==> src/rtl/tlm_pkg.sv <==
package tlm_pkg;

    localparam int NUM_CLASSES = 4;

    typedef enum logic [1:0] {
        CLS_VOUT  = 2'd0,
        CLS_IOUT  = 2'd1,
        CLS_INPUT = 2'd2,
        CLS_TEMP  = 2'd3
    } tlm_class_e;

    typedef struct packed {
        logic warn;
        logic fault;
    } tlm_verdict_t;

    function automatic int unsigned umax(input int unsigned a, input int unsigned b);
        return (a > b) ? a : b;
    endfunction

    function automatic int qi_vout(input int rail);
        return rail;
    endfunction

    function automatic int qi_iout(input int rail, input int nrails);
        return nrails + rail;
    endfunction

    function automatic int qi_vin(input int nrails);
        return 2 * nrails;
    endfunction

    function automatic int qi_iin(input int nrails);
        return 2 * nrails + 1;
    endfunction

    function automatic int qi_temp(input int nrails);
        return 2 * nrails + 2;
    endfunction

endpackage

==> src/rtl/tlm_interval_timer.sv <==
module tlm_interval_timer #(
    parameter int CW = 8
) (
    input  logic          clk,
    input  logic          rst,
    input  logic          tick,
    input  logic [CW-1:0] period,
    output logic          expire
);
    logic [CW-1:0] cnt_q;

    // period is never zero; >= tolerates a period that shrinks mid-count
    assign expire = tick && (cnt_q >= (period - CW'(1)));

    always_ff @(posedge clk) begin
        if (rst) begin
            cnt_q <= '0;
        end else if (tick) begin
            if (expire) cnt_q <= '0;
            else        cnt_q <= cnt_q + CW'(1);
        end
    end
endmodule

==> src/rtl/tlm_arbiter.sv <==
module tlm_arbiter #(
    parameter int NC = 4
) (
    input  logic          clk,
    input  logic          rst,
    input  logic [NC-1:0] expire,
    output logic [NC-1:0] grant
);
    logic [NC-1:0] pend_q;

    // lowest index wins: voltage, current, input, temperature
    always_comb begin
        grant = '0;
        for (int i = 0; i < NC; i++) begin
            if (pend_q[i] && (grant == '0)) grant[i] = 1'b1;
        end
    end

    always_ff @(posedge clk) begin
        if (rst) pend_q <= '0;
        else     pend_q <= (pend_q & ~grant) | expire;
    end
endmodule

==> src/rtl/tlm_check_lane.sv <==
module tlm_check_lane
    import tlm_pkg::*;
#(
    parameter int W = 12
) (
    input  logic         en,
    input  logic         under_en,
    input  logic [W-1:0] value,
    input  logic [W-1:0] over_flt,
    input  logic [W-1:0] over_wrn,
    input  logic [W-1:0] under_wrn,
    input  logic [W-1:0] under_flt,
    output tlm_verdict_t verdict
);
    logic hi_f, hi_w, lo_f, lo_w;

    always_comb begin
        hi_f = value > over_flt;
        hi_w = value > over_wrn;
        lo_f = under_en && (value < under_flt);
        lo_w = under_en && (value < under_wrn);
        verdict.fault = en && (hi_f || lo_f);
        verdict.warn  = en && (hi_w || lo_w);
    end
endmodule

==> src/rtl/tlm_status_bank.sv <==
module tlm_status_bank #(
    parameter int NQ = 7
) (
    input  logic          clk,
    input  logic          rst,
    input  logic          clr,
    input  logic [NQ-1:0] warn_det,
    input  logic [NQ-1:0] fault_det,
    output logic [NQ-1:0] warn_q,
    output logic [NQ-1:0] fault_q,
    output logic [NQ-1:0] req_q
);
    logic [NQ-1:0] warn_keep, fault_keep;

    assign warn_keep  = clr ? '0 : warn_q;
    assign fault_keep = clr ? '0 : fault_q;

    always_ff @(posedge clk) begin
        if (rst) begin
            warn_q  <= '0;
            fault_q <= '0;
            req_q   <= '0;
        end else begin
            warn_q  <= warn_keep | warn_det;   // detection beats clear
            fault_q <= fault_keep | fault_det;
            req_q   <= fault_det & ~fault_q;
        end
    end
endmodule

==> src/rtl/tlm_limit_monitor.sv <==
module tlm_limit_monitor
    import tlm_pkg::*;
#(
    parameter int DATA_W          = 12,
    parameter int N_RAILS         = 2,
    parameter int VOUT_TICKS      = 200,
    parameter int IOUT_BASE_TICKS = 200,
    parameter int INPUT_TICKS     = 2000,
    parameter int BAL_TICKS       = 2000,
    parameter int TEMP_TICKS      = 100000
) (
    input  logic                          clk,
    input  logic                          rst,
    input  logic                          tick_us,
    input  logic [$clog2(N_RAILS+1)-1:0]  cfg_rails,
    input  logic                          clr_status,
    input  logic [N_RAILS*DATA_W-1:0]     vout_res,
    input  logic [N_RAILS*DATA_W-1:0]     iout_res,
    input  logic [DATA_W-1:0]             vin_res,
    input  logic [DATA_W-1:0]             iin_res,
    input  logic [DATA_W-1:0]             temp_res,
    input  logic [4*DATA_W-1:0]           vout_lim,
    input  logic [4*DATA_W-1:0]           iout_lim,
    input  logic [4*DATA_W-1:0]           vin_lim,
    input  logic [4*DATA_W-1:0]           iin_lim,
    input  logic [2*DATA_W-1:0]           temp_lim,
    input  logic [2*N_RAILS+2:0]          warn_mask,
    input  logic [2*N_RAILS+2:0]          fault_mask,
    output logic [2*N_RAILS+2:0]          warn_status,
    output logic [2*N_RAILS+2:0]          fault_status,
    output logic [2*N_RAILS+2:0]          fault_req,
    output logic                          bal_strobe,
    output logic                          alert
);
    localparam int NQ     = 2 * N_RAILS + 3;
    localparam int RAIL_W = $clog2(N_RAILS + 1);
    localparam int LANES  = (N_RAILS > 2) ? N_RAILS : 2;
    localparam int MAX_P  = umax(umax(umax(VOUT_TICKS, IOUT_BASE_TICKS * N_RAILS),
                                      umax(INPUT_TICKS, BAL_TICKS)), TEMP_TICKS);
    localparam int CW     = $clog2(MAX_P + 1);

    typedef struct packed {
        logic [DATA_W-1:0] uf;
        logic [DATA_W-1:0] uw;
        logic [DATA_W-1:0] ow;
        logic [DATA_W-1:0] of;
    } lim_t;

    // ---------------- rail count and interval timers ----------------
    logic [RAIL_W-1:0]      rails_eff;
    logic [CW-1:0]          cls_period [NUM_CLASSES];
    logic [NUM_CLASSES-1:0] cls_expire;
    logic [NUM_CLASSES-1:0] arb_grant;
    logic                   bal_expire;
    logic                   bal_q;

    assign rails_eff = (cfg_rails == '0)                  ? RAIL_W'(1) :
                       (cfg_rails > RAIL_W'(N_RAILS))     ? RAIL_W'(N_RAILS) :
                                                            cfg_rails;

    assign cls_period[CLS_VOUT]  = CW'(VOUT_TICKS);
    assign cls_period[CLS_IOUT]  = CW'(IOUT_BASE_TICKS) * CW'(rails_eff);
    assign cls_period[CLS_INPUT] = CW'(INPUT_TICKS);
    assign cls_period[CLS_TEMP]  = CW'(TEMP_TICKS);

    for (genvar c = 0; c < NUM_CLASSES; c++) begin : g_timer
        tlm_interval_timer #(.CW(CW)) u_tmr (
            .clk    (clk),
            .rst    (rst),
            .tick   (tick_us),
            .period (cls_period[c]),
            .expire (cls_expire[c])
        );
    end

    tlm_interval_timer #(.CW(CW)) u_bal_tmr (
        .clk    (clk),
        .rst    (rst),
        .tick   (tick_us),
        .period (CW'(BAL_TICKS)),
        .expire (bal_expire)
    );

    always_ff @(posedge clk) begin
        if (rst) bal_q <= 1'b0;
        else     bal_q <= bal_expire;
    end
    assign bal_strobe = bal_q;

    tlm_arbiter #(.NC(NUM_CLASSES)) u_arb (
        .clk    (clk),
        .rst    (rst),
        .expire (cls_expire),
        .grant  (arb_grant)
    );

    // ---------------- shared comparator lanes ----------------
    lim_t         lim_vo, lim_io, lim_vi, lim_ii;
    tlm_verdict_t lane_vd [LANES];

    assign lim_vo = vout_lim;
    assign lim_io = iout_lim;
    assign lim_vi = vin_lim;
    assign lim_ii = iin_lim;

    for (genvar l = 0; l < LANES; l++) begin : g_lane
        logic [DATA_W-1:0] v_vout, v_iout;
        logic              rail_on;
        logic [DATA_W-1:0] val;
        lim_t              lim;
        logic              en, under_en;

        if (l < N_RAILS) begin : g_rail
            assign v_vout  = vout_res[l*DATA_W +: DATA_W];
            assign v_iout  = iout_res[l*DATA_W +: DATA_W];
            assign rail_on = RAIL_W'(l) < rails_eff;
        end else begin : g_spare
            assign v_vout  = '0;
            assign v_iout  = '0;
            assign rail_on = 1'b0;
        end

        always_comb begin
            val      = '0;
            lim      = '0;
            en       = 1'b0;
            under_en = 1'b1;
            if (arb_grant[CLS_VOUT]) begin
                val = v_vout;
                lim = lim_vo;
                en  = rail_on;
            end else if (arb_grant[CLS_IOUT]) begin
                val = v_iout;
                lim = lim_io;
                en  = rail_on;
            end else if (arb_grant[CLS_INPUT]) begin
                if (l == 0) begin
                    val = vin_res;
                    lim = lim_vi;
                    en  = 1'b1;
                end else if (l == 1) begin
                    val = iin_res;
                    lim = lim_ii;
                    en  = 1'b1;
                end
            end else if (arb_grant[CLS_TEMP]) begin
                if (l == 0) begin
                    val      = temp_res;
                    lim.of   = temp_lim[DATA_W-1:0];
                    lim.ow   = temp_lim[2*DATA_W-1:DATA_W];
                    en       = 1'b1;
                    under_en = 1'b0;
                end
            end
        end

        tlm_check_lane #(.W(DATA_W)) u_lane (
            .en        (en),
            .under_en  (under_en),
            .value     (val),
            .over_flt  (lim.of),
            .over_wrn  (lim.ow),
            .under_wrn (lim.uw),
            .under_flt (lim.uf),
            .verdict   (lane_vd[l])
        );
    end

    // ---------------- verdict to status index ----------------
    logic [NQ-1:0] warn_det, fault_det;

    always_comb begin
        warn_det  = '0;
        fault_det = '0;
        for (int r = 0; r < N_RAILS; r++) begin
            if (arb_grant[CLS_VOUT]) begin
                warn_det[qi_vout(r)]  = lane_vd[r].warn;
                fault_det[qi_vout(r)] = lane_vd[r].fault;
            end
            if (arb_grant[CLS_IOUT]) begin
                warn_det[qi_iout(r, N_RAILS)]  = lane_vd[r].warn;
                fault_det[qi_iout(r, N_RAILS)] = lane_vd[r].fault;
            end
        end
        if (arb_grant[CLS_INPUT]) begin
            warn_det[qi_vin(N_RAILS)]  = lane_vd[0].warn;
            fault_det[qi_vin(N_RAILS)] = lane_vd[0].fault;
            warn_det[qi_iin(N_RAILS)]  = lane_vd[1].warn;
            fault_det[qi_iin(N_RAILS)] = lane_vd[1].fault;
        end
        if (arb_grant[CLS_TEMP]) begin
            warn_det[qi_temp(N_RAILS)]  = lane_vd[0].warn;
            fault_det[qi_temp(N_RAILS)] = lane_vd[0].fault;
        end
    end

    tlm_status_bank #(.NQ(NQ)) u_status (
        .clk       (clk),
        .rst       (rst),
        .clr       (clr_status),
        .warn_det  (warn_det),
        .fault_det (fault_det),
        .warn_q    (warn_status),
        .fault_q   (fault_status),
        .req_q     (fault_req)
    );

    assign alert = |((warn_status & ~warn_mask) | (fault_status & ~fault_mask));

endmodule


==> config.mk <==
export PLATFORM = sky130hd
export DESIGN_NAME = tlm_limit_monitor
export DESIGN_NICKNAME = d
export VERILOG_FILES = /design/src/rtl/tlm_pkg.sv /design/src/rtl/tlm_interval_timer.sv /design/src/rtl/tlm_arbiter.sv /design/src/rtl/tlm_check_lane.sv /design/src/rtl/tlm_status_bank.sv /design/src/rtl/tlm_limit_monitor.sv
export SDC_FILE = /design/constraint.sdc
export NUM_CORES = 1
export LEC_CHECK = 0
export BUFFER_PORTS_ARGS = -buffer_cell sky130_fd_sc_hd__buf_2
export CAP_MARGIN = 20
export CORE_ASPECT_RATIO = 0.5
export CORE_MARGIN = 2
export CORE_UTILIZATION = 59
export DETAILED_ROUTE_END_ITERATION = 10
export GPL_TIMING_DRIVEN = 0
export PLACE_DENSITY = 0.91
export REMOVE_ABC_BUFFERS = 1
export SLEW_MARGIN = 20
export SYNTH_ARGS = -nofsm -noshare
export SYNTH_HDL_FRONTEND = slang
export SYNTH_HIERARCHICAL = 1
export SYNTH_SLANG_ARGS = --single-unit
==> constraint.sdc <==
create_clock -name clk -period 13.6 [get_ports clk]
set_input_delay 2.72 -clock clk [delete_from_list [all_inputs] [get_ports clk]]
set_output_delay 2.72 -clock clk [all_outputs]
set_load 0.01 [all_outputs]
**Word-level counts from Yosys, hierarchy flattened**

Cells that the tools add are included.

- $lt $le $gt $ge: 16
- Add/subtract/negate cells: 6
- Multipliers: 1
- Reduce and logical (&&, ||, !) cells: 22
- Bitwise operators: 13
- Multiplexer cells: 51

Operators with widths:

| cell | count |
|---|---|
| $mux W48 | 5 |
| $add A17 B1 Y17 const B | 5 |
| $mux W17 | 5 |
| $mux W12 | 7 |
| $mux W24 | 3 |
| $gt A12 B12 Y1 | 4 |
| $lt A12 B12 Y1 | 4 |
| $ge A17 B11 Y1 const B | 2 |
| $mux W1 | 25 |
| $and A7 B7 Y7 | 3 |
| $not A7 Y7 | 3 |
| $or A7 B7 Y7 | 3 |
| $ge A17 B17 Y1 | 1 |
| $ge A17 B17 Y1 const B | 1 |
| $ge A17 B8 Y1 const B | 1 |
| $logic_and A1 B1 Y1 | 14 |
| $mux W7 | 2 |
| $sub A10 B1 Y11 const B | 1 |
| $mux W2 | 4 |
| $mul A5 B2 Y7 const A | 1 |
| $reduce_or A7 Y1 | 1 |
| $and A4 B4 Y4 | 1 |
| $logic_not A2 Y1 | 2 |
| $logic_or A1 B1 Y1 | 4 |
| 6 further kinds | 7 |

- Word-level logic and storage cells: 119
- Input bits: 320
- Register bits after elaboration: 111
- Output and inout port bits: 23

**Longest topological paths before layout**

Gate-level depths: netlist of run 1.

- Word-level depth: 20
- Mapped depth: 17
- Mapped depth without buffers: 15

**Cells and area by module**

Netlist of run 1, hierarchy kept.

By module, submodules not included:

| module | area each (um^2) | cells an instance | instances |
|---|---|---|---|
| tlm_interval_timer | 1383.8 | 168 | 5 |
| tlm_limit_monitor | 2756.4 | 507 | 1 |
| tlm_check_lane | 1159.9 | 160 | 2 |
| tlm_status_bank | 698.2 | 73 | 1 |
| tlm_arbiter | 153.9 | 17 | 1 |

**Least setup slack after synthesis of run 1**

OpenSTA, ideal clock, no wires.

- Kind: input to register
- Start: input port cfg_rails[1]
- End: register g_timer[1].u_tmr.cnt_q[10]
- Stages on the path: 14
- Arrival time: 6.190 ns
- Required time: 13.468 ns
- Slack: 7.278 ns
- Cells stage by stage: clkbuf_1 > ha_1 > or4_4 > or3_4 > or3_4 > nor4_4 > xnor2_1 > ha_1 > nand4_1 > nor4_1 > a211oi_1 > a31oi_1 > buf_2 > nor3_1

RTL lines:

| what | line | text |
|---|---|---|
| start, declared | tlm_limit_monitor.sv:15 | `input logic [$clog2(N_RAILS+1)-1:0] cfg_rails,` |
| end signal, assigned | tlm_interval_timer.sv:20 | `else cnt_q <= cnt_q + CW'(1);` |
| end, declared | tlm_interval_timer.sv:10 | `logic [CW-1:0] cnt_q;` |

==> key figures, run 1 <==
Placement
  • Placed insts: 2575
  • Post-DP HPWL: 31.5 mm
  • DP Area: 15700 sq um
  • Port Buffers: 341
  • GP Congestion: 0.999

Cells and area
  • Layout area overhead: 24.6%
  • Final instance area: 16000 sq um
  • Fin nets: 2796
  • Layout cells sized above 1: 0.180
  • Fin cells: 2597
  • Filler Cell Count: 1754

Power
  • Overall power: 717 uW
  • Net Sw Power: 193 uW
  • Sequential power share: 0.461
  • Clock power frac: 0.363
  • Sw frac: 0.269
  • P_leak: 0.00708 uW
  • Internal Pwr Total: 524 uW
  • Combinational share of power: 0.176
  • PwrDens: 44.8 nW/um^2
  • Peak supply drop: 0.0000560 V

Clock tree
  • H-tree Lvls: 3
  • Longest Clk Path Bufs: 2
  • Post-CTS Setup Inserts: 0
  • Clock Sinks: 111
  • Worst-path clk slew: 0.07 ns
  • Number of buffers created by CTS: 9
  • Post-CTS Hold Buffers: 0
  • TritonCTS clock tree: built
  • Post_cts resized: 0
  • Root Buffer: clkbuf_16
  • Skew-Pair Late Insertion Delay: 0.35 ns

Synthesis
  • Sequential fraction of the synthesis area: 0.173
  • #FFs+latches synth: 111
  • Ys Warns: 6
  • Syn Std Cell Area: 12800 sq um
  • Proportion of synthesized area in mux cells: 0.000779
  • Post-synthesis xor/xnor area fraction: 0.0954
  • Syn avg cell area: 7.31 sq um
  • Compound-Gate Fraction of Synth Area: 0.218
  • Asr flop ratio synth: 0
  • Synth Area in Adders: 0.185
  • Main combinational cell family by area after synthesis: simple AND/OR/NAND/NOR gates
  • Main flop type after synthesis: dfxtp_1
  • Post-Synth Simple-Gate Area: 0.247
  • Cells after synthesis: 1757
  • Number of library cell types mapped by synthesis: 55
  • Post-synth EDFFs: 0

Timing
  • Worst-margin pin slew: 1.18 ns
  • Slew HR: 0.205
  • Final Max Slew Viols: 0
  • Fin Hold WS: 0.471 ns
  • Final setup TNS: 0 ns
  • RSZ-0062 raised after global routing: no
  • Setup violators final: 0
  • F_max: 152 MHz
  • Worst clock skew: 0.00651 ns
  • Final period utilization: 0.485
  • Min Tclk post-route: 6.59 ns
  • Final hold viol count: 0

Global route
  • First-pass GRT wire length: 62.5 mm
  • All-Layer GR Usage: 0.332
  • GRT Residual Overflow: 0
  • Initial antenna violation count: 6
  • Vias in the first global route: 13339
  • Largest net degree at the start of global routing: 94

Detailed routing
  • # DRC: 0
  • Vias: 14404
  • Pre-Repair DR Iteration Count: 7
  • Total Wirelength: 39.4 mm
  • Post-route ant nets: 0
  • Initial DRC count: 1444
  • WL/cell: 15.2 um
  • Via density: 5.55

Setup path
  • WP data arrival: 6.88 ns
  • Setup crit end kind: flip-flop
  • Critical path class: primary input to flip-flop
  • CP startpoint kind: primary input
  • CP max FO: 15
  • Crit path required time: 13.89 ns

Min path
  • Min-Delay Path Class: flip-flop to flip-flop

Floorplan
  • Die width: 213 um
  • Core Area: 21500 sq um
  • Die Y: 108 um
  • # IOs: 343
  • # rows: 38
  • Die area: 23000 sq um
  • Initial Utilization: 0.596

Job
  • Max Cap Viol: 0

Outcome
  • Status: finished clean
placed cells by master (no fill, tap or decap), types with 31 or more instances in the layout:
cell,netlist,final
ha_1,190,190
dfxtp_1,111,110
a21oi_1,207,207
conb_1,2,234
xor2_1,70,70
buf_2,27,340
xnor2_1,70,70
nand3_1,31,31
nand2_1,196,196
nor3_1,123,123
a22oi_1,41,41
nand4_1,65,65
nor2_1,50,50
inv_1,170,170
nor2b_1,36,35
o21ai_0,97,97
layer usage:
metal	routed length [um]	vias up	global-route usage
li1	-	7121	-
met1	16600	6635	0.404
met2	19200	548	0.604
met3	2390	98	0.0427
met4	1180	2	0.119
met5	9	-	0.0172
final cells by class:
type	instances	area, sq um	share of cell area
Multi-Input combinational cell	1641	10500	0.657
Sequential cell	111	2230	0.139
Timing Repair Buffer	353	1940	0.121
Inverter	170	638	0.0399
Tap cell	300	375	0.0234
Clock buffer	11	254	0.0159
Clock inverter	5	37.5	0.00234
Antenna cell	6	15.0	0.000938
metrics by stage:
| step | setup slack [ns] | utilization |
|---|---|---|
| 6_report | 7.01 | 0.743 |
| 5_1_grt | 6.70 | 0.743 |
| 4_1_cts | 7.01 | 0.743 |
| 3_5_place_dp | 6.65 | 0.729 |
| 3_3_place_gp | -3.59 | 0.716 |
| 2_1_floorplan | 3.66 | - |
critical path, cell delays in order:
cell and delay, ns:
buf_2 0.17, inv_1 0.06, ha_1 0.31, or4_4 0.51
or3_4 0.35, or3_4 0.40, nor4_4 0.15, xnor2_1 0.10
ha_1 0.33, nand4_1 0.18, nor4_1 0.42, a211oi_1 0.23
a31oi_2 0.72, a21oi_1 0.10, nor2_1 0.12
cells in the mapped netlist, types with 3 or more instances:
library cell	number	area share
nor2b_1	36	0.018
nor4_1	16	0.0078
o22ai_1	9	0.0044
a21oi_1	207	0.081
buf_4	7	0.0041
nand2_1	196	0.057
or4_4	5	0.0044
ha_1	190	0.19
buf_2	27	0.011
dfxtp_1	111	0.17
o41ai_1	4	0.0027
o21a_1	4	0.0023
nand3_1	31	0.012
nor2_1	50	0.015
o21bai_1	5	0.0029
or3_4	10	0.0088
xnor2_1	70	0.048
and2_2	5	0.0029
clkbuf_1	20	0.0058
nor4_4	5	0.0083
a211oi_1	9	0.0053
a31oi_1	5	0.0024
and3_1	17	0.0083
o21ai_1	30	0.012
nor3_1	123	0.048
o21ai_0	97	0.038
inv_1	170	0.050
a21oi_2	3	0.0020
nand2b_1	19	0.0093
buf_6	10	0.0088
a2111oi_0	4	0.0027
xor2_1	70	0.048
a221o_1	23	0.018
nand4_1	65	0.032
o211ai_1	9	0.0053
a22oi_1	41	0.024
and4_1	5	0.0034
a21boi_0	9	0.0053
and2_1	14	0.0068
sequential cells by signal, indices dropped and copies added, names as in the netlist:
| register | flops |
|---|---|
| u_arb/pend_q | 4 |
| u_bal_tmr/cnt_q | 17 |
| u_status/fault_q | 7 |
| g_timer.u_tmr/cnt_q | 68 |
| bal_strobe | 1 |
| u_status/warn_q | 7 |
| u_status/req_q | 7 |
power groups by stage:
stage,logic (uW),clock network (uW),registers (uW)
floorplan,56.3,0,337
global placement,114,0,338
detailed placement,119,0,338
CTS,121,261,331
global route,143,277,331
finish,126,260,331
worst paths after layout:
check	endpoint	depth (start not counted)	start	slack, ns
max	u_arb/pend_q[1]	15	cfg_rails[1]	7.01
min	u_status/req_q[0]	1	u_status/fault_q[0]	0.47
max reg2reg	u_status/req_q[4]	15	u_arb/pend_q[0]	8.30
min reg2reg	u_status/req_q[0]	1	u_status/fault_q[0]	0.47
kinds of logic after synthesis:
family	after synthesis
other	2
and+or+nand+nor	605
muxes	1
buffers and inverters	237
xor gates and xnor gates	140
DFF	111
AOI/OAI and AO/OA	471
adders and majority gates	190
Power figures use the tool's default switching activity.
==> run 2, diff against run 1 <==
--- a/config.mk
+++ b/config.mk
@@ -9,10 +9,10 @@
 export CAP_MARGIN = 20
 export CORE_ASPECT_RATIO = 0.5
 export CORE_MARGIN = 2
-export CORE_UTILIZATION = 59
+export CORE_UTILIZATION = 50
 export DETAILED_ROUTE_END_ITERATION = 10
 export GPL_TIMING_DRIVEN = 0
-export PLACE_DENSITY = 0.91
+export PLACE_DENSITY = 0.82
 export REMOVE_ABC_BUFFERS = 1
 export SLEW_MARGIN = 20
 export SYNTH_ARGS = -nofsm -noshare
==> constraint.sdc (replaced) <==
create_clock -name clk -period 5.7 [get_ports clk]
set_input_delay 1.14 -clock clk [delete_from_list [all_inputs] [get_ports clk]]
set_output_delay 1.14 -clock clk [all_outputs]
set_load 0.01 [all_outputs]
==> run 2 against run 1 <==
Worst hold slack better by 0.032 ns. Core utilization down 11 points. First-iteration DRC count down 22%. Critical path type is now flip-flop to flip-flop. Highest routed layer is now met4.
==> key figures, run 2 (synthesis gave the netlist of run 1 again) <==
Outcome
  • Status: finished clean

Clock tree
  • Post-CTS Hold Buffers: 0
  • Clock Sinks: 111
  • H-tree Lvls: 3
  • Root Buffer: clkbuf_16
  • Worst-path clk slew: 0.07 ns
  • Longest Clk Path Bufs: 2
  • Skew-Pair Late Insertion Delay: 0.37 ns
  • Post-CTS Setup Inserts: 0
  • TritonCTS clock tree: built
  • Number of buffers created by CTS: 9

Floorplan
  • Core Area: 25200 sq um
  • # IOs: 343
  • Die area: 27100 sq um
  • Initial Utilization: 0.509
  • Die width: 231 um
  • # rows: 41
  • Die Y: 117 um

Placement
  • GP Congestion: 1.01
  • Post-DP HPWL: 31.9 mm
  • Port Buffers: 341
  • Placed insts: 2620
  • Pre-CTS setup slack: 0.258 ns

Global route
  • Largest net degree at the start of global routing: 79
  • GRT Residual Overflow: 0
  • Vias in the first global route: 12985
  • Initial antenna violation count: 11
  • All-Layer GR Usage: 0.281
  • First-pass GRT wire length: 62.9 mm

Cells and area
  • Largest register FFs: 68
  • Fin nets: 2797
  • Largest Register: g_timer.u_tmr/cnt_q
  • Most frequent cells in the layout: buf_2 (340), conb_1 (234), a21oi_1 (207)
  • Fin cells: 2646
  • Most common cell after layout, fill and taps aside: buf_2
  • Largest registers: g_timer.u_tmr/cnt_q: 68 flops, u_bal_tmr/cnt_q: 17 flops
  • Layout cells sized above 1: 0.182
  • Layout area overhead: 25.0%

Timing
  • F_max: 183 MHz
  • Final hold viol count: 0
  • Worst-margin pin slew: 0.937 ns
  • Slew HR: 0.375
  • Worst clock skew: 0.0146 ns
  • Final setup TNS: 0 ns
  • Min Tclk post-route: 5.46 ns
  • Final Max Slew Viols: 0
  • Setup violators final: 0
  • PnR worst setup slack: 0.245 ns
  • RSZ-0062 raised after global routing: no
  • Final period utilization: 0.957

Power
  • Combinational share of power: 0.174
  • Internal Pwr Total: 1220 uW
  • Sequential power share: 0.471
  • Sw frac: 0.272
  • P_leak: 0.00707 uW
  • Net Sw Power: 457 uW
  • Clock power frac: 0.355
  • Peak supply drop: 0.000110 V
  • PwrDens: 104 nW/um^2
  • Overall power: 1680 uW

Detailed routing
  • # DRC: 0
  • Pre-Repair DR Iteration Count: 6
  • Post-route ant nets: 0
  • Vias: 14036
  • Total Wirelength: 39.0 mm
  • WL/cell: 14.7 um
  • Initial DRC count: 1124
  • Via density: 5.30

Setup path
  • R2r setup slk: 0.24 ns
  • CP max FO: 67
  • WP data arrival: 5.75 ns
  • CP startpoint kind: flip-flop
  • Crit path required time: 5.99 ns
  • Crit Reg-Reg Startpoint: u_arb/pend_q[0]
  • Setup crit end kind: flip-flop
  • Origin of the worst setup path: u_arb/pend_q[0]
  • R2R depth: 16
  • Critical path class: flip-flop to flip-flop
  • R2R Path End: u_status/warn_q[4]

Min path
  • Hold Path Sink: u_status/req_q[3]
  • Min-Delay Path Class: flip-flop to flip-flop
  • Hold path start: u_status/fault_q[3]
  • Hold path cells: 1

Job
  • Max Cap Viol: 0
[run 2: cell count changes in the layout (fill, tap and decap cells not counted), moves of 2 or more]
cell | previous run | this run
buf_12 | 2 | 5
buf_16 | 6 | 3
inv_6 | 2 | 0
diode_2 | 6 | 11
[run 2: worst max path at each step]
stage                                      to  cells past startpoint
after floorplan           u_status/fault_q[3]                     13
after global placement     u_status/warn_q[3]                     13
after detailed placement    u_status/req_q[2]                     16
after CTS                   u_status/req_q[2]                     16
after global routing       u_status/warn_q[6]                     16
final                      u_status/warn_q[4]                     16
[run 2: area by class of cell]
class | instances | area (sq um)
Clock buffer | 9 | 225
Inverter | 170 | 638
Antenna cell | 11 | 27.5
Tap cell | 344 | 430
Multi-Input combinational cell | 1641 | 10500
Timing Repair Buffer | 354 | 1930
Clock inverter | 6 | 50.0
Fill cell | 2323 | 9170
Sequential cell | 111 | 2230
[run 2: stage by stage]
stage	instance area, sq um	hold WS (ns)	utilization
global route	16100	0.523	0.636
detailed placement	15700	0.478	0.624
CTS	16000	0.496	0.635
global placement	15500	0.472	0.613
floorplan	13300	0.464	-
finish	16100	0.504	0.637
[run 2: power groups by stage]
| stage | Combinational, uW | Clock (uW) | Sequential [uW] |
|---|---|---|---|
| after floorplan | 134 | 0 | 805 |
| after global routing | 333 | 637 | 791 |
| after global placement | 272 | 0 | 808 |
| after detailed placement | 279 | 0 | 807 |
| final | 292 | 596 | 789 |
| after CTS | 281 | 611 | 789 |
[run 2: metal layers]
layer	global-route usage	wire [um]	vias up
met3	0.0345	2530	86
met2	0.480	18200	499
met1	0.362	16900	6340
met4	0.107	1340	0
li1	-	-	7111
met5	0	0	-
[run 2: critical path, stage by stage (launching register included)]
cell and delay [ns]:
dfxtp_4 0.48, buf_16 0.26, nor4b_2 0.53, buf_4 0.25, nor2b_4 0.66, and2_4 0.40
a21oi_1 0.13, a21oi_1 0.59, ha_1 0.37, a21oi_1 0.14, nor2_1 0.06, a211oi_1 0.24
o21ai_0 0.13, o41ai_1 0.73, and2_1 0.23, inv_1 0.04, a21oi_1 0.12
[run 2: what timing repair did]
item | CTS | global route
setup endpoints to repair | 0 | 1
resized for setup | 0 | 1
hold endpoints to repair | 0 | 0
==> run 3, diff against run 2 <==
--- a/config.mk
+++ b/config.mk
@@ -10,6 +10,7 @@
 export CORE_ASPECT_RATIO = 0.5
 export CORE_MARGIN = 2
 export CORE_UTILIZATION = 50
+export CTS_BUF_LIST = sky130_fd_sc_hd__clkbuf_4
 export DETAILED_ROUTE_END_ITERATION = 10
 export GPL_TIMING_DRIVEN = 0
 export PLACE_DENSITY = 0.82
==> run 3 against run 2 <==
Total power fell by 14%. Sequential share of layout area rose by 0.14 points. Wire length fell by 0.60%. Design area fell by 0.97%. Largest power group unchanged. Critical path type unchanged. Clock skew rose by 0.020 ns.
==> key figures, run 3 (synthesis gave the netlist of run 1 again) <==
Global route
  • Vias in the first global route: 12926
  • All-Layer GR Usage: 0.279
  • First-pass GRT wire length: 62.5 mm
  • GRT Residual Overflow: 0
  • Largest net degree at the start of global routing: 79
  • Initial antenna violation count: 12

Cells and area
  • Largest Register: g_timer.u_tmr/cnt_q
  • Fin cells: 2647
  • Most common cell after layout, fill and taps aside: buf_2
  • Fin nets: 2797
  • Layout cells sized above 1: 0.182
  • Filler Cell Count: 2345
  • Largest register FFs: 68
  • Most frequent cells in the layout: buf_2 (340), conb_1 (234), a21oi_1 (207)
  • Layout area overhead: 23.8%
  • Largest registers: g_timer.u_tmr/cnt_q: 68 flops, u_bal_tmr/cnt_q: 17 flops

Job
  • Max Cap Viol: 0

Timing
  • Slew HR: 0.366
  • Worst-margin pin slew: 0.950 ns
  • Final hold viol count: 0
  • Setup violators final: 0
  • Final Max Slew Viols: 0
  • RSZ-0062 raised after global routing: no
  • Final period utilization: 0.944
  • Fin Hold WS: 0.516 ns
  • Worst clock skew: 0.0343 ns
  • F_max: 186 MHz
  • Min Tclk post-route: 5.38 ns
  • Final setup TNS: 0 ns
  • PnR worst setup slack: 0.321 ns

Placement
  • Post-DP HPWL: 31.9 mm
  • GP Congestion: 1.01
  • Pre-CTS setup slack: 0.258 ns
  • Placed insts: 2620
  • Port Buffers: 341

Min path
  • Min-Delay Path Class: flip-flop to flip-flop
  • Hold path start: u_status/fault_q[3]

Power
  • Clock power frac: 0.250
  • Combinational share of power: 0.202
  • Peak supply drop: 0.0000852 V
  • Net Sw Power: 429 uW
  • PwrDens: 90.8 nW/um^2
  • Sequential power share: 0.548
  • P_leak: 0.00701 uW
  • Sw frac: 0.297
  • Overall power: 1440 uW
  • Internal Pwr Total: 1010 uW

Setup path
  • Family with the most delay on the worst path: compound AO/OA/AOI/OAI gates
  • Crit Reg-Reg Startpoint: u_arb/pend_q[0]
  • WP buf/inv: 3
  • Critical path class: flip-flop to flip-flop
  • WP data arrival: 5.83 ns
  • CP most frequent cell: a21oi_1
  • CP max FO: 67
  • Crit path required time: 6.15 ns
  • Setup crit end kind: flip-flop
  • Largest stage delay on the critical path: 0.68 ns
  • Slowest stage cell on the critical path: o41ai_1
  • Origin of the worst setup path: u_arb/pend_q[0]
  • CP startpoint kind: flip-flop
  • Cells along the critical path: buf_16 > nor4b_2 > buf_4 > nor2b_4 > and2_4 > a21oi_1 > a21oi_1 > ha_1 > a21oi_1 > nor2_1 > a211oi_1 > o21ai_0 > o41ai_1 > and2_1 > inv_1 > a21oi_1

Detailed routing
  • Via density: 5.29
  • Post-route ant nets: 0
  • Total Wirelength: 38.7 mm
  • # DRC: 0
  • WL/cell: 14.6 um
  • Vias: 13997
  • Pre-Repair DR Iteration Count: 8
  • Initial DRC count: 969

Clock tree
  • Skew-Pair Late Insertion Delay: 0.52 ns
  • Post-CTS Hold Buffers: 0
  • TritonCTS clock tree: built
  • Post-CTS Setup Inserts: 0
  • Number of buffers created by CTS: 9
  • Root Buffer: clkbuf_4
  • H-tree Lvls: 3
  • Clock Sinks: 111
  • Longest Clk Path Bufs: 2
  • Worst-path clk slew: 0.16 ns

Floorplan
  • Die Y: 117 um
  • Die area: 27100 sq um
  • Initial Utilization: 0.509
  • # IOs: 343
  • # rows: 41
  • Core Area: 25200 sq um
  • Die width: 231 um

Outcome
  • Status: finished clean
## run 3: stage by stage
step / area (sq um) / utilization
floorplan: 13300 / -
global placement: 15500 / 0.613
detailed placement: 15700 / 0.624
CTS: 15900 / 0.629
global route: 15900 / 0.630
finish: 15900 / 0.630
## run 3: metal layers
layer	share of wire	wire length, um	GRT usage	vias up
li1	-	-	-	7114
met1	0.44	17100	0.358	6334
met2	0.46	17900	0.476	462
met3	0.059	2270	0.0340	87
met4	0.036	1390	0.110	0
met5	0	0	0	-
## run 3: power by group through the flow
stage / Combinational (uW) / Sequential (uW) / Clock (uW)
after floorplan: 134 / 805 / 0
after global placement: 272 / 808 / 0
after detailed placement: 279 / 807 / 0
after CTS: 281 / 791 / 370
after global routing: 332 / 793 / 396
final: 292 / 791 / 361
## run 3: timing repair
| item | CTS | global route |
|---|---|---|
| setup endpoints to repair | 0 | 1 |
| hold endpoints to repair | 0 | 0 |
| resized for setup | 0 | 1 |
## run 3: worst register-to-register path, delay by kind of cell (launching register included)
kind	cells	cell delay, ns
AO/OA/AOI/OAI	7	2.03
adder cells (fa/ha/maj)	1	0.38
AND/OR/NAND/NOR	5	1.87
buffers and inverters	3	0.56
flip-flops	1	0.51
## run 3: worst paths after layout
check	to	slack, ns	cells after the start
max	u_status/warn_q[6]	0.32	16
min	u_status/req_q[3]	0.52	1
max reg2reg	u_status/warn_q[6]	0.32	16
min reg2reg	u_status/req_q[3]	0.52	1
## run 3: final cells by class
class	count	area [sq um]	area share
Antenna cell	12	30.0	0.00189
Clock buffer	9	67.6	0.00425
Clock inverter	6	50.0	0.00315
Inverter	170	638	0.0401
Multi-Input combinational cell	1641	10500	0.662
Sequential cell	111	2230	0.140
Tap cell	344	430	0.0271
Timing Repair Buffer	354	1930	0.121
